===== src/rtl/spim_pkg.sv =====
package spim_pkg;
  localparam int REG_AW = 5;

  localparam logic [REG_AW-1:0] OFF_CTRL  = 5'h00;
  localparam logic [REG_AW-1:0] OFF_STAT  = 5'h04;
  localparam logic [REG_AW-1:0] OFF_SYS   = 5'h08;
  localparam logic [REG_AW-1:0] OFF_TX    = 5'h0C;
  localparam logic [REG_AW-1:0] OFF_RX    = 5'h10;
  localparam logic [REG_AW-1:0] OFF_CTRL2 = 5'h14;

  localparam int DIV_W = 5;

  // bit positions match the control register layout
  typedef struct packed {
    logic             cpha;    // bit 7
    logic             cpol;    // bit 6
    logic             pre_hi;  // bit 5
    logic [DIV_W-1:0] div_n;   // bits 4:0
  } ctrl_t;
endpackage


===== src/rtl/spim_sckgen.sv =====
module spim_sckgen #(
  parameter int PRE_LO_LOG2 = 4,
  parameter int PRE_HI_LOG2 = 7,
  parameter int DIV_W       = 5,
  parameter int EDGES       = 16
) (
  input  logic             clk,
  input  logic             rst_n,
  input  logic             start,
  input  logic             run,
  input  logic             pre_hi,
  input  logic [DIV_W-1:0] div_n,
  output logic             tick,
  output logic             last,
  output logic             phase,
  output logic [$clog2(EDGES)-1:0] idx
);
  localparam int CNT_W = PRE_HI_LOG2 + DIV_W + 1;
  localparam int IDX_W = $clog2(EDGES);

  logic [CNT_W-1:0] cnt_q, base, half;

  assign base = CNT_W'(div_n) + CNT_W'(1);
  assign half = pre_hi ? (base << PRE_HI_LOG2) : (base << PRE_LO_LOG2);
  assign tick = run && (cnt_q == half - CNT_W'(1));
  assign last = tick && (idx == IDX_W'(EDGES - 1));

  always_ff @(posedge clk or negedge rst_n) begin
    if (!rst_n) begin
      cnt_q <= '0;
      idx   <= '0;
      phase <= 1'b0;
    end else if (start) begin
      cnt_q <= '0;
      idx   <= '0;
      phase <= 1'b0;
    end else if (tick) begin
      cnt_q <= '0;
      idx   <= idx + IDX_W'(1);
      phase <= ~phase;
    end else if (run) begin
      cnt_q <= cnt_q + CNT_W'(1);
    end
  end
endmodule


===== src/rtl/spim_shifter.sv =====
module spim_shifter #(
  parameter int BITS  = 8,
  parameter int IDX_W = 4
) (
  input  logic             clk,
  input  logic             rst_n,
  input  logic             start,
  input  logic [BITS-1:0]  load,
  input  logic             tick,
  input  logic [IDX_W-1:0] idx,
  input  logic             cpha,
  input  logic             miso,
  output logic             mosi,
  output logic [BITS-1:0]  rx_final
);
  logic [BITS-1:0] tx_sh, rx_sh, rx_next;
  logic lead, do_sample, do_shift;

  assign lead      = ~idx[0];
  assign do_sample = cpha ? ~lead : lead;
  assign do_shift  = cpha ? (lead && (idx != '0)) : ~lead;
  assign rx_next   = {rx_sh[BITS-2:0], miso};
  assign rx_final  = do_sample ? rx_next : rx_sh;
  assign mosi      = tx_sh[BITS-1];

  always_ff @(posedge clk or negedge rst_n) begin
    if (!rst_n) begin
      tx_sh <= '0;
      rx_sh <= '0;
    end else if (start) begin
      tx_sh <= load;
      rx_sh <= '0;
    end else if (tick) begin
      if (do_sample) rx_sh <= rx_next;
      if (do_shift)  tx_sh <= tx_sh << 1;
    end
  end
endmodule


===== src/rtl/spim_regctl.sv =====
module spim_regctl
  import spim_pkg::*;
#(
  parameter int BITS        = 8,
  parameter int PRE_LO_LOG2 = 4,
  parameter int PRE_HI_LOG2 = 7
) (
  input  logic              clk,
  input  logic              rst_n,
  input  logic              reg_wr,
  input  logic              reg_rd,
  input  logic [REG_AW-1:0] reg_addr,
  input  logic [31:0]       reg_wdata,
  output logic [31:0]       reg_rdata,
  output logic              sck,
  output logic              cs_n,
  output logic              mosi,
  input  logic              miso
);
  localparam int EDGES = 2 * BITS;
  localparam int IDX_W = $clog2(EDGES);

  ctrl_t           ctrl_q;
  logic [31:0]     ctrl2_q;
  logic            master_q, busy_q, rxfull_q;
  logic [BITS-1:0] rxbuf_q, rx_final;
  logic            start, tick, last, phase;
  logic            rx_clear;
  logic [IDX_W-1:0] idx;

  assign start    = reg_wr && (reg_addr == OFF_TX) && !busy_q && master_q;
  assign rx_clear = (reg_rd && (reg_addr == OFF_RX)) ||
                    (reg_wr && (reg_addr == OFF_STAT) && !reg_wdata[2]);

  always_ff @(posedge clk or negedge rst_n) begin
    if (!rst_n) begin
      ctrl_q   <= '0;
      ctrl2_q  <= '0;
      master_q <= 1'b0;
    end else if (reg_wr) begin
      case (reg_addr)
        OFF_CTRL:  ctrl_q   <= ctrl_t'(reg_wdata[7:0]);
        OFF_SYS:   master_q <= reg_wdata[0];
        OFF_CTRL2: ctrl2_q  <= reg_wdata;
        default: ;
      endcase
    end
  end

  always_ff @(posedge clk or negedge rst_n) begin
    if (!rst_n) begin
      busy_q   <= 1'b0;
      rxfull_q <= 1'b0;
      rxbuf_q  <= '0;
    end else begin
      if (start)     busy_q <= 1'b1;
      else if (last) busy_q <= 1'b0;
      if (last) begin
        rxbuf_q  <= rx_final;
        rxfull_q <= 1'b1;
      end else if (rx_clear) begin
        rxfull_q <= 1'b0;
      end
    end
  end

  spim_sckgen #(
    .PRE_LO_LOG2(PRE_LO_LOG2), .PRE_HI_LOG2(PRE_HI_LOG2),
    .DIV_W(DIV_W), .EDGES(EDGES)
  ) u_sckgen (
    .clk(clk), .rst_n(rst_n), .start(start), .run(busy_q),
    .pre_hi(ctrl_q.pre_hi), .div_n(ctrl_q.div_n),
    .tick(tick), .last(last), .phase(phase), .idx(idx)
  );

  spim_shifter #(.BITS(BITS), .IDX_W(IDX_W)) u_shifter (
    .clk(clk), .rst_n(rst_n), .start(start), .load(reg_wdata[BITS-1:0]),
    .tick(tick), .idx(idx), .cpha(ctrl_q.cpha), .miso(miso),
    .mosi(mosi), .rx_final(rx_final)
  );

  assign sck  = ctrl_q.cpol ^ phase;
  assign cs_n = ~busy_q;

  always_comb begin
    case (reg_addr)
      OFF_CTRL:  reg_rdata = {24'd0, ctrl_q};
      OFF_STAT:  reg_rdata = {29'd0, rxfull_q, 1'b0, busy_q};
      OFF_SYS:   reg_rdata = {31'd0, master_q};
      OFF_RX:    reg_rdata = {{(32-BITS){1'b0}}, rxbuf_q};
      OFF_CTRL2: reg_rdata = ctrl2_q;
      default:   reg_rdata = '0;
    endcase
  end
endmodule


===== config.mk =====
export PLATFORM = sky130hd
export DESIGN_NAME = spim_regctl
export DESIGN_NICKNAME = d
export VERILOG_FILES = /design/src/rtl/spim_pkg.sv /design/src/rtl/spim_sckgen.sv /design/src/rtl/spim_shifter.sv /design/src/rtl/spim_regctl.sv
export SDC_FILE = /design/constraint.sdc
export NUM_CORES = 1
export LEC_CHECK = 0
export BUFFER_PORTS_ARGS = -buffer_cell sky130_fd_sc_hd__buf_2
export CAP_MARGIN = 20
export CORE_AREA = 5 5 110 112
export CTS_BUF_LIST = sky130_fd_sc_hd__clkbuf_2 sky130_fd_sc_hd__clkbuf_4 sky130_fd_sc_hd__clkbuf_8
export DETAILED_ROUTE_END_ITERATION = 12
export DIE_AREA = 0 0 115 117
export GPL_ROUTABILITY_DRIVEN = 0
export GPL_TIMING_DRIVEN = 0
export HOLD_SLACK_MARGIN = 0.05
export PLACE_DENSITY = 0.71
export SLEW_MARGIN = 20
export SYNTH_ARGS = -nofsm -noshare
export SYNTH_HDL_FRONTEND = slang
export SYNTH_SLANG_ARGS = --single-unit

===== constraint.sdc =====
create_clock -name clk -period 3.2 [get_ports clk]
set_input_delay 0.32 -clock clk [delete_from_list [all_inputs] [get_ports clk]]
set_output_delay 0.32 -clock clk [all_outputs]
set_load 0.01 [all_outputs]

==> flow_summary.html <==
<table>
<tr><th>Metric</th><th>Value</th></tr>
<tr><th colspan="2">Timing</th></tr>
<tr><td>Shortest period the worst path allows</td><td>2980 ps</td></tr>
<tr><td>Worst slew pin tran</td><td>919 ps</td></tr>
<tr><td>Number of pins exceeding their max-slew limit in the final report</td><td>0</td></tr>
<tr><td>RSZ-0062 raised after global routing</td><td>false</td></tr>
<tr><td>Final setup violation count</td><td>0</td></tr>
<tr><td>Final worst clock skew</td><td>7.57 ps</td></tr>
<tr><td>Relative max-transition margin</td><td>0.386</td></tr>
<tr><td>Worst hold slack</td><td>178 ps</td></tr>
<tr><td>Final Hold Fails</td><td>0</td></tr>
<tr><td>Fraction of the cycle the final worst path needs</td><td>0.932</td></tr>
<tr><td>Setup WS post-layout</td><td>219 ps</td></tr>
<tr><td>Fmax</td><td>0.335 GHz</td></tr>
<tr><th colspan="2">Worst setup path</th></tr>
<tr><td>CP Max Fanout</td><td>9</td></tr>
<tr><td>Crit-path slowest cell</td><td>sky130_fd_sc_hd__dfrtp_2</td></tr>
<tr><td>Startpoint class of the critical path</td><td>flop</td></tr>
<tr><td>Required arrival time at the worst endpoint</td><td>around 3500 ps</td></tr>
<tr><td>Crit path DAT</td><td>approximately 3200 ps</td></tr>
<tr><td>Ordered list of cells on the worst path</td><td>ha_1 &gt; nand2_1 &gt; ha_1 &gt; xnor2_2 &gt; nor4b_2 &gt; a31oi_1 &gt; a31oi_1 &gt; and4_4 &gt; nand4_4 &gt; mux2i_4 &gt; a22o_1</td></tr>
<tr><td>Cell family with most CP delay</td><td>simple AND/OR/NAND/NOR gates</td></tr>
<tr><td>Crit. End Element</td><td>flop</td></tr>
<tr><td>R2r endpoint</td><td>u_shifter.rx_sh[6]</td></tr>
<tr><td>Cells on worst reg2reg path</td><td>11</td></tr>
<tr><td>Delay of the slowest critical-path stage</td><td>490 ps</td></tr>
<tr><td>RR Startpoint</td><td>ctrl_q[1]</td></tr>
<tr><td>Slack of the worst reg-to-reg path</td><td>220 ps</td></tr>
<tr><td>Critical path buffers and inverters</td><td>0</td></tr>
<tr><td>Setup Crit Path Kind</td><td>flop to flop</td></tr>
<tr><th colspan="2">Global routing</th></tr>
<tr><td>Overall Global Routing Usage</td><td>0.163</td></tr>
<tr><td>GR Overflow Total</td><td>0</td></tr>
<tr><td>Number of global-route vias before repair</td><td>3,610</td></tr>
<tr><td>Largest net degree at the start of global routing</td><td>56</td></tr>
<tr><td>First-pass GRT wire length</td><td>approximately 18 mm</td></tr>
<tr><td>Initial antenna violation count</td><td>0</td></tr>
<tr><th colspan="2">Detailed routing</th></tr>
<tr><td>Vias</td><td>3,558</td></tr>
<tr><td>DR iter-0 viols</td><td>160</td></tr>
<tr><td>Detail Route met2 WL</td><td>5.30 mm</td></tr>
<tr><td>Via-to-Cell Ratio</td><td>5.27</td></tr>
<tr><td>Met1 Wirelength</td><td>4.78 mm</td></tr>
<tr><td>Number of optimization iterations in the first detailed-route pass</td><td>4</td></tr>
<tr><td>Routed length on met3</td><td>277 µm</td></tr>
<tr><td>DRC violations left</td><td>0</td></tr>
<tr><td>Total wire length</td><td>10.7 mm</td></tr>
<tr><td>Uppermost routed layer</td><td>met4</td></tr>
<tr><td>Post-detailed-route count of antenna-violating nets</td><td>0</td></tr>
<tr><td>Mean routed wirelength per cell</td><td>about 16 µm</td></tr>
<tr><th colspan="2">Synthesis</th></tr>
<tr><td>Post-synth ARST share</td><td>1.00</td></tr>
<tr><td>Number of synthesized flops with an enable pin</td><td>0</td></tr>
<tr><td>Synth warn</td><td>0</td></tr>
<tr><td>Netlist cell types</td><td>between 60 and 70</td></tr>
<tr><td>Post-Synthesis Cells</td><td>438</td></tr>
<tr><td>Dominant synthesized flop cell</td><td>sky130_fd_sc_hd__dfrtp_1</td></tr>
<tr><td>Sequential area share after synthesis</td><td>0.461</td></tr>
<tr><td>Synth Register Bits</td><td>85</td></tr>
<tr><td>Synthesized area per cell</td><td>10.5 µm²</td></tr>
<tr><td>Net count after synthesis</td><td>485</td></tr>
<tr><td>Synthesized area</td><td>0.00461 mm²</td></tr>
<tr><th colspan="2">Power</th></tr>
<tr><td>Switching power share of the total</td><td>0.329</td></tr>
<tr><td>Power per unit of standard cell area</td><td>503 mW/mm²</td></tr>
<tr><td>Static leakage power</td><td>between 2 and 3 nW</td></tr>
<tr><td>Internal power contribution</td><td>1.83 mW</td></tr>
<tr><td>Proportion of power drawn by the clock network</td><td>0.270</td></tr>
<tr><td>Relative contribution of sequential cells to total power</td><td>0.484</td></tr>
<tr><td>Combinational share of power</td><td>0.246</td></tr>
<tr><td>IR Drop Worst-Case VDD</td><td>0.000289 V</td></tr>
<tr><td>Psw</td><td>900 µW</td></tr>
<tr><td>Overall Power</td><td>2.73 mW</td></tr>
<tr><th colspan="2">Clock network</th></tr>
<tr><td>Clock sink count</td><td>85</td></tr>
<tr><td>CTS tree</td><td>yes</td></tr>
<tr><td>Maximum buffer depth of the clock tree</td><td>2</td></tr>
<tr><td>Cell at the root of the clock tree</td><td>sky130_fd_sc_hd__clkbuf_8</td></tr>
<tr><td>Clock transition at path regs</td><td>approximately 100 ps</td></tr>
<tr><td># H-tree levels</td><td>3</td></tr>
<tr><td>Postcts setup bufs</td><td>0</td></tr>
<tr><td>Clock Latency Late Sink</td><td>360 ps</td></tr>
<tr><td>Number of buffers created by CTS</td><td>9</td></tr>
<tr><th colspan="2">Final layout</th></tr>
<tr><td>Cell Count, Final, Fillers Out</td><td>675</td></tr>
<tr><td>Utilization after layout</td><td>0.488</td></tr>
<tr><td>Final antenna diode count</td><td>0</td></tr>
<tr><td>Fraction of layout instances using a drive strength above 1</td><td>0.312</td></tr>
<tr><td>Nets</td><td>574</td></tr>
<tr><td>Layout overhead on the synthesized area</td><td>17.8%</td></tr>
<tr><th colspan="2">Run status</th></tr>
<tr><td>Outcome</td><td>finished, final reports clean</td></tr>
<tr><th colspan="2">Placement</th></tr>
<tr><td>Sum of net half-perimeters after detailed placement</td><td>8.21 mm</td></tr>
<tr><td>IO Port Bufs</td><td>76</td></tr>
<tr><td>Number of placed instances with taps included</td><td>658</td></tr>
<tr><td>Pre-CTS WS</td><td>-63.8 ps</td></tr>
<tr><th colspan="2">Floorplan</th></tr>
<tr><td>Placeable core region</td><td>0.0111 mm²</td></tr>
<tr><td># IOs</td><td>77</td></tr>
<tr><td>Die X</td><td>115 µm</td></tr>
<tr><td>Floorplan row count</td><td>39</td></tr>
<tr><td>Die span in y</td><td>117 µm</td></tr>
<tr><td>Floorplan die area</td><td>0.0135 mm²</td></tr>
<tr><td>Initial core utilization</td><td>0.414</td></tr>
<tr><th colspan="2">Hold path</th></tr>
<tr><td>End of the worst hold path</td><td>ctrl2_q[19]</td></tr>
<tr><td>Number of instances on the worst hold path</td><td>2</td></tr>
<tr><td>Hold path start</td><td>reg_wdata[19]</td></tr>
<tr><td>Class of the tightest hold or removal check</td><td>input pin to flop</td></tr>
<tr><th colspan="2">Run</th></tr>
<tr><td>Max-Cap Viols</td><td>0</td></tr>
</table>
through the flow:
step           area, µm²  setup TNS, ps
2_1_floorplan       4610              0
3_3_place_gp        5170              0
3_5_place_dp        5200           -209
4_1_cts             5400              0
5_1_grt             5430              0
6_report            5430              0
how the worst max path moves through the flow:
| stage | from | endpoint | slack (ps) | cells past startpoint |
|---|---|---|---|---|
| 2_1_floorplan | ctrl_q[5] | busy_q | 440 | 14 |
| 3_3_place_gp | ctrl_q[5] | u_shifter.tx_sh[1] | 110 | 13 |
| 3_5_place_dp | ctrl_q[5] | u_shifter.tx_sh[5] | -60 | 13 |
| 4_1_cts | ctrl_q[1] | busy_q | 70 | 12 |
| 5_1_grt | ctrl_q[0] | busy_q | 10 | 13 |
| 6_report | ctrl_q[1] | u_shifter.rx_sh[6] | 220 | 11 |
registers in the layout, indices dropped and copies added (netlist names), 4 cells and up:
| name | count |
|---|---|
| ctrl_q | 8 |
| u_shifter.tx_sh | 8 |
| rxbuf_q | 8 |
| u_sckgen.cnt_q | 13 |
| u_sckgen.idx | 4 |
| ctrl2_q | 32 |
| u_shifter.rx_sh | 8 |
worst register-to-register path: cells and delay by family, from the launching register on:
| kind | cells | cell delay [ps] |
|---|---|---|
| DFF | 1 | 490 |
| AOI/OAI and AO/OA | 3 | 580 |
| xor gates and xnor gates | 1 | 200 |
| adders and majority gates | 2 | 570 |
| and+or+nand+nor | 4 | 740 |
| muxes | 1 | 290 |
cells by family after synthesis:
logic type / Yosys count / share of synthesized area
mux: 62 / 0.148
compound gates: 77 / 0.112
xor+xnor: 23 / 0.0499
fa+ha+maj: 5 / 0.0136
buf+inv: 33 / 0.0347
flops: 85 / 0.461
simple gates: 153 / 0.180
cells in the final DEF (no fill, tap or decap), types with 8 or more instances in the layout:
cell	count
sky130_fd_sc_hd__and2_1	26
sky130_fd_sc_hd__inv_1	11
sky130_fd_sc_hd__clkbuf_8	9
sky130_fd_sc_hd__a21oi_1	11
sky130_fd_sc_hd__o21ai_0	22
sky130_fd_sc_hd__xnor2_1	8
sky130_fd_sc_hd__nor2_1	24
sky130_fd_sc_hd__mux2i_1	20
sky130_fd_sc_hd__xor2_1	11
sky130_fd_sc_hd__nand3_1	12
sky130_fd_sc_hd__o221ai_1	8
sky130_fd_sc_hd__dfrtp_1	83
sky130_fd_sc_hd__a22o_1	8
sky130_fd_sc_hd__o21ai_1	10
sky130_fd_sc_hd__buf_2	81
sky130_fd_sc_hd__mux2_2	41
sky130_fd_sc_hd__clkbuf_1	8
sky130_fd_sc_hd__nand2_1	48
final cells by class:
cell class	count	area, µm²
Fill cell	1032	5700
Multi-Input combinational cell	320	2350
Sequential cell	85	2130
Timing Repair Buffer	79	425
Tap cell	143	179
Clock buffer	9	124
Buffer	20	111
Clock inverter	7	65.1
Inverter	12	45.0
Yosys cell counts, types with 2 or more instances:
cell type	count	area (µm²)
sky130_fd_sc_hd__o21ai_1	10	50.1
sky130_fd_sc_hd__a31oi_1	5	31.3
sky130_fd_sc_hd__buf_6	3	33.8
sky130_fd_sc_hd__nor4_1	2	12.5
sky130_fd_sc_hd__nor3_1	3	15.0
sky130_fd_sc_hd__o21ai_0	22	110
sky130_fd_sc_hd__nor2_1	24	90.1
sky130_fd_sc_hd__ha_1	5	62.6
sky130_fd_sc_hd__clkbuf_1	9	33.8
sky130_fd_sc_hd__a21oi_1	11	55.1
sky130_fd_sc_hd__xor2_1	11	96.3
sky130_fd_sc_hd__buf_2	5	25.0
sky130_fd_sc_hd__buf_4	2	15.0
sky130_fd_sc_hd__dfrtp_1	85	2130
sky130_fd_sc_hd__o221ai_1	8	70.1
sky130_fd_sc_hd__nand4_1	6	37.5
sky130_fd_sc_hd__xnor2_2	2	32.5
sky130_fd_sc_hd__or3_1	2	12.5
sky130_fd_sc_hd__xnor2_1	9	78.8
sky130_fd_sc_hd__nand3_1	12	60.1
sky130_fd_sc_hd__or4_1	2	15.0
sky130_fd_sc_hd__and3_1	2	12.5
sky130_fd_sc_hd__nand2b_1	2	12.5
sky130_fd_sc_hd__nor2b_1	3	18.8
sky130_fd_sc_hd__nand2_1	48	180
sky130_fd_sc_hd__buf_1	2	7.51
sky130_fd_sc_hd__a22o_1	8	70.1
sky130_fd_sc_hd__a211oi_1	2	15.0
sky130_fd_sc_hd__mux2i_1	20	200
sky130_fd_sc_hd__inv_1	11	41.3
sky130_fd_sc_hd__and2_1	26	163
sky130_fd_sc_hd__mux2_2	41	462
sky130_fd_sc_hd__nand3b_1	5	37.5
sky130_fd_sc_hd__a311oi_1	2	17.5
power by group through the flow:
stage	logic [mW]	clock network [mW]	registers [mW]
2_1_floorplan	0.498	0	1.31
3_3_place_gp	0.633	0	1.33
4_1_cts	0.667	0.767	1.32
6_report	0.671	0.739	1.32
5_1_grt	0.749	0.815	1.34
3_5_place_dp	0.665	0	1.34
what timing repair did:
action / in CTS / in global routing
endpoints found under the setup margin: 30 / 42
hold buffers: 1 / 0
pin swaps: 0 / 5
gates cloned: 0 / 1
hold endpoints to repair: 30 / 0
gates resized for setup: 1 / 5
per-layer routing:
metal | GRT usage | up-vias
met5 | 0 | -
met4 | 0.0720 | 0
met3 | 0.0293 | 28
met2 | 0.256 | 52
met1 | 0.221 | 1736
li1 | - | 1742
(Power assumes the default switching activity.)
